<file path="src/rtl/fir_pkg.sv">
package fir_pkg;
    localparam int DATA_W = 16;
    localparam int SH_W   = 5;

    typedef logic [DATA_W-1:0] word_t;

    typedef struct packed {
        word_t s;
        word_t c;
    } cs_pair_t;

    typedef struct packed {
        logic            en;
        logic            neg;
        logic [SH_W-1:0] sh;
    } term_t;

    // CSD term 'which' (0 or 1) of tap k; symmetric around the centre tap
    function automatic term_t coef_term(input int k, input int which,
                                        input int sh_outer, input int sh_inner);
        int    m;
        term_t t;
        m = (k > 5) ? 10 - k : k;
        t = '0;
        case (m)
            0: if (which == 0) t = '{1'b1, 1'b1, SH_W'(sh_outer)};
            1: if (which == 0) t = '{1'b1, 1'b0, SH_W'(8)};
            2: if (which == 0) t = '{1'b1, 1'b1, SH_W'(sh_inner)};
            3: t = (which == 0) ? '{1'b1, 1'b0, SH_W'(6)} : '{1'b1, 1'b0, SH_W'(8)};
            4: t = (which == 0) ? '{1'b1, 1'b1, SH_W'(4)} : '{1'b1, 1'b0, SH_W'(8)};
            default: t = (which == 0) ? '{1'b1, 1'b0, SH_W'(0)} : '{1'b1, 1'b0, SH_W'(2)};
        endcase
        return t;
    endfunction

    // shifted operand; a negative term is inverted here, its +1 goes in cin
    function automatic word_t term_operand(input word_t x, input term_t t);
        word_t sh;
        sh = word_t'($signed(x) >>> t.sh);
        if (!t.en)     return '0;
        else if (t.neg) return ~sh;
        else           return sh;
    endfunction

    // 3:2 compressor; the free LSB of the shifted carry takes cin
    function automatic cs_pair_t csa3(input word_t a, input word_t b,
                                      input word_t c, input logic cin);
        cs_pair_t r;
        word_t    maj;
        maj = (a & b) | (a & c) | (b & c);
        r.s = a ^ b ^ c;
        r.c = {maj[DATA_W-2:0], cin};
        return r;
    endfunction
endpackage

</file>
<file path="src/rtl/csd_tap.sv">
module csd_tap
    import fir_pkg::*;
#(
    parameter term_t TERM_A = '0,
    parameter term_t TERM_B = '0
) (
    input  word_t    x_word,
    input  cs_pair_t acc_in,
    output cs_pair_t acc_out
);
    cs_pair_t first;

    assign first = csa3(term_operand(x_word, TERM_A), acc_in.s, acc_in.c,
                        TERM_A.en & TERM_A.neg);

    generate
        if (TERM_B.en) begin : g_two_terms
            assign acc_out = csa3(term_operand(x_word, TERM_B), first.s, first.c,
                                  TERM_B.neg);
        end else begin : g_one_term
            assign acc_out = first;
        end
    endgenerate
endmodule

</file>
<file path="src/rtl/fir_out_pipe.sv">
module fir_out_pipe
    import fir_pkg::*;
#(
    parameter int DEPTH = 8
) (
    input  logic     clk,
    input  logic     rst,
    input  logic     in_valid,
    input  cs_pair_t in_data,
    output logic     out_valid,
    output cs_pair_t out_data
);
    logic     vld [DEPTH];
    cs_pair_t dat [DEPTH];

    always_ff @(posedge clk) begin
        for (int i = 0; i < DEPTH; i++) begin
            if (rst) begin
                vld[i] <= 1'b0;
                dat[i] <= '0;
            end else if (i == 0) begin
                vld[i] <= in_valid;
                if (in_valid) dat[i] <= in_data;
            end else begin
                vld[i] <= vld[i-1];
                if (vld[i-1]) dat[i] <= dat[i-1];
            end
        end
    end

    assign out_valid = vld[DEPTH-1];
    assign out_data  = dat[DEPTH-1];
endmodule

</file>
<file path="src/rtl/csd_xsinx_fir.sv">
module csd_xsinx_fir
    import fir_pkg::*;
#(
    parameter int IN_W     = 14,
    parameter int NTAPS    = 11,
    parameter int LATENCY  = 9,
    parameter int SH_OUTER = 9,
    parameter int SH_INNER = 7
) (
    input  logic              clk,
    input  logic              rst,
    input  logic              in_valid,
    output logic              in_ready,
    input  logic [IN_W-1:0]   in_sample,
    output logic              out_valid,
    output logic [DATA_W-1:0] out_sum,
    output logic [DATA_W-1:0] out_carry
);
    localparam int EXT = DATA_W - IN_W;

    logic     accept;
    word_t    x_word;
    cs_pair_t acc_q    [NTAPS];
    cs_pair_t chain_in [NTAPS];
    cs_pair_t tap_nxt  [NTAPS];
    logic     head_valid;
    cs_pair_t out_pair;

    assign in_ready = ~rst;
    assign accept   = in_valid & in_ready;
    assign x_word   = {{EXT{in_sample[IN_W-1]}}, in_sample};

    always_comb begin
        for (int k = 0; k < NTAPS - 1; k++) chain_in[k] = acc_q[k+1];
        chain_in[NTAPS-1] = '0;
    end

    generate
        for (genvar k = 0; k < NTAPS; k++) begin : g_tap
            localparam term_t TA = coef_term(k, 0, SH_OUTER, SH_INNER);
            localparam term_t TB = coef_term(k, 1, SH_OUTER, SH_INNER);
            csd_tap #(.TERM_A(TA), .TERM_B(TB)) u_tap (
                .x_word (x_word),
                .acc_in (chain_in[k]),
                .acc_out(tap_nxt[k])
            );
        end
    endgenerate

    always_ff @(posedge clk) begin
        if (rst) begin
            for (int k = 0; k < NTAPS; k++) acc_q[k] <= '0;
            head_valid <= 1'b0;
        end else begin
            if (accept)
                for (int k = 0; k < NTAPS; k++) acc_q[k] <= tap_nxt[k];
            head_valid <= accept;
        end
    end

    fir_out_pipe #(.DEPTH(LATENCY - 1)) u_pipe (
        .clk      (clk),
        .rst      (rst),
        .in_valid (head_valid),
        .in_data  (acc_q[0]),
        .out_valid(out_valid),
        .out_data (out_pair)
    );

    assign out_sum   = out_pair.s;
    assign out_carry = out_pair.c;
endmodule

</file>
<file path="config.mk">
export PLATFORM = sky130hd
export DESIGN_NAME = csd_xsinx_fir
export DESIGN_NICKNAME = d
export VERILOG_FILES = /design/src/rtl/fir_pkg.sv /design/src/rtl/csd_tap.sv /design/src/rtl/fir_out_pipe.sv /design/src/rtl/csd_xsinx_fir.sv
export SDC_FILE = /design/constraint.sdc
export NUM_CORES = 1
export LEC_CHECK = 0
export ABC_AREA = 1
export BUFFER_PORTS_ARGS = -buffer_cell sky130_fd_sc_hd__buf_4
export CAP_MARGIN = 5
export CORE_UTILIZATION = 55
export DETAILED_ROUTE_END_ITERATION = 8
export PLACE_DENSITY = 0.79
export SKIP_CTS_REPAIR_TIMING = 1
export SLEW_MARGIN = 10
export SYNTH_ARGS = -nofsm -noshare
export SYNTH_HDL_FRONTEND = slang
export SYNTH_SLANG_ARGS = --single-unit
</file>
<file path="constraint.sdc">
create_clock -name clk -period 9.4 [get_ports clk]
set_input_delay 0.94 -clock clk [delete_from_list [all_inputs] [get_ports clk]]
set_output_delay 0.94 -clock clk [all_outputs]
set_load 0.05 [all_outputs]
</file>
==> results.sh <==
export IMPL_outcome="complete, but fails checks"
export IMPL_violations="DRC"
export IMPL_cts_sinks=523
export IMPL_hold_path_depth=2
export IMPL_nNetsFinal=2196
export IMPL_finalCriticalPeriod_ns=3.75
export IMPL_fin_ws_ns=5.65
export IMPL_synthXorXnorAreaFrac_pct=0
export IMPL_skew_ns=0.0106
export IMPL_r2r_end="acc_q[0][189]"
export IMPL_cpMostUsedCell="buf_4"
export IMPL_drt_pass1_iterations=7
export IMPL_r2r_slack_ns=7.45
export IMPL_cp_arrival_ns=3.93
export IMPL_io_pin_count=51
export IMPL_cts_tree="done"
export IMPL_rows=79
export IMPL_cts_max_path_buffers=3
export IMPL_syn_area_um2=26100
export IMPL_ys_ff_latch=523
export IMPL_crit_type="input pin to flip-flop"
export IMPL_finalSetupViolations=0
export IMPL_worstHoldPathType="flip-flop to flip-flop"
export IMPL_core_um2=46700
export IMPL_stdcell_area_um2=27900
export IMPL_drt_iter0_drc=734
export IMPL_startpoint_type="input pin"
export IMPL_tns_ns=0
export IMPL_hp_start="head_valid"
export IMPL_final_util_pct=59.8
export IMPL_synth_fp_nets=2167
export IMPL_grt_pass1_wl_mm=60.8
export IMPL_pre_cts_ws_ns=5.09
export IMPL_crit_reg2reg_launch="acc_q[0][207]"
export IMPL_p_leak_nw=11.2
export IMPL_fin_cells=2638
export IMPL_drc=17
export IMPL_antenna_cells=0
export IMPL_wl_per_cell_um=13.5
export IMPL_yosysWarnings=0
export IMPL_grt_pass1_vias=12860
export IMPL_syn_inst=1963
export IMPL_cts_buffers=50
export IMPL_critPathCaptureType="flip-flop"
export IMPL_slowest_stage="buf_4"
export IMPL_seq_area_frac_synth_pct=59.8
export IMPL_die_w_um=220
export IMPL_grtUsageTotal_pct=15.9
export IMPL_max_stage_delay_ns=0.96
export IMPL_drive_gt1_share_pct=16.9
export IMPL_synth_top_family_by_area="simple AND/OR/NAND/NOR gates"
export IMPL_worst_path_dominant_cell_family="buffers and inverters"
export IMPL_die_y_um=220
export IMPL_reg2reg_depth=4
export IMPL_syn_to_final_growth_pct=6.90
export IMPL_syn_avg_cell_area_um2=13.3
export IMPL_maxCapViolCount=0
export IMPL_fp_dieArea_um2=48300
export IMPL_worstPathRequired_ns=9.59
export IMPL_synth_compound_area_share_pct=0.0192
export IMPL_vias=12037
export IMPL_max_freq_ghz=0.267
export IMPL_antenna_found_initial=0
export IMPL_gp_congestion=0.787
export IMPL_hold_viol_final=0
export IMPL_ir_worst_vdd_mv=0.119
export IMPL_drtAntennaViolNets=0
export IMPL_dpl_hpwl_mm=23.6
export IMPL_rsz0062_at_grt="false"
export IMPL_maxSlewHeadroom_pct=26.6
export IMPL_whs_ns=0.447
export IMPL_power_density_nw_per_um2=194
export IMPL_total_power_mw=5.42
export IMPL_post_place_cells=2547
export IMPL_initial_utilization_pct=55.9
export IMPL_clkLatencyLatePin_ns=0.57
export IMPL_grt_max_degree=130
export IMPL_synthMuxAreaShare_pct=0
export IMPL_vias_per_cell=4.56
export IMPL_crit_fanout=90
export IMPL_path_cells="buf_4 -> clkinv_1 -> nand2_4 -> buf_4 -> buf_4"
export IMPL_synthSimpleGateAreaFrac_pct=14.0
export IMPL_yosys_area_share_adder_pct=13.8
export IMPL_portBuffers=50
export IMPL_synth_cell_types=17
export IMPL_wl_mm=35.6
export IMPL_htree_num_levels=2
export IMPL_whs_endpoint="u_pipe.vld[0][0]"
export IMPL_placed_area_um2=26400
export IMPL_fin_crit_sh_pct=39.9
export IMPL_tightest_slew_ns=1.10
export IMPL_path_clk_slew_ns=0.06
export IMPL_slew_violations=0
export IMPL_path_buf_inv=4
export IMPL_gr_total_overflow=0
export IMPL_cts_root_buf="clkbuf_16"
[cell usage after synthesis (all sizes together)]
master | count | area (um2)
buf | 85 | 936
ha | 18 | 225
nor2 | 526 | 3510
dfxtp | 10 | 200
clkinv | 1 | 3.75
edfxtp | 513 | 15400
nand2 | 37 | 139
inv | 603 | 2270
a21oi | 1 | 5.00
fa | 169 | 3380
[cell usage in the layout (no fill, tap or decap), drive strengths merged]
cell type	count
clkinvlp	4
nand2	37
clkinv	29
nor2	526
buf	62
inv	604
a21oi	1
ha	18
fa	169
dfxtp	10
edfxtp	513
clkbuf	58
[metal layers]
metal  part of all wire [%]  global-route usage (%)
met5                      0                       0
met4                    2.9                    5.22
met3                    3.4                    2.53
met2                     54                    29.2
met1                     39                    18.8
[area by class of cell]
cell class | instances | area [um2]
fillers | 3422 | 18800
flip-flops and latches | 523 | 15600
multi-input cells | 751 | 7280
inverters | 604 | 2280
clock buffers | 58 | 1280
well taps | 607 | 759
repair buffers | 62 | 478
clock inverters | 33 | 188
[sequential cells by signal, summed over array words and instances, names as in the netlist]
| name | flops |
|---|---|
| acc_q | 258 |
| u_pipe.dat | 256 |
| head_valid | 1 |
| u_pipe.vld | 8 |
[cells by family after synthesis]
group	Yosys count
buffers and inverters	689
AND/OR/NAND/NOR	563
flip-flops	523
adder cells (fa/ha/maj)	187
AO/OA/AOI/OAI	1
[worst max path at each step]
stage / startpoint / to / slack, ns / depth (start not counted)
after floorplan: rst / acc_q[0][100] / 1.52 / 4
after global placement: rst / acc_q[0][75] / 5.25 / 5
after detailed placement: rst / acc_q[0][75] / 5.09 / 5
after CTS: rst / acc_q[0][44] / 5.71 / 5
after global routing: rst / acc_q[0][89] / 5.43 / 5
final: rst / acc_q[0][44] / 5.65 / 5
[worst register-to-register path, cell delays in order (launching register included)]
cell      delay [ns]
edfxtp_1        0.50
fa_1            0.62
fa_1            0.43
inv_1           0.10
nor2_4          0.04
[power by group]
part	switching (mW)	internal (mW)
Sequential	0.0570	2.75
Clock	0.848	0.980
Combinational	0.498	0.290
Power figures use the tool's default switching activity.
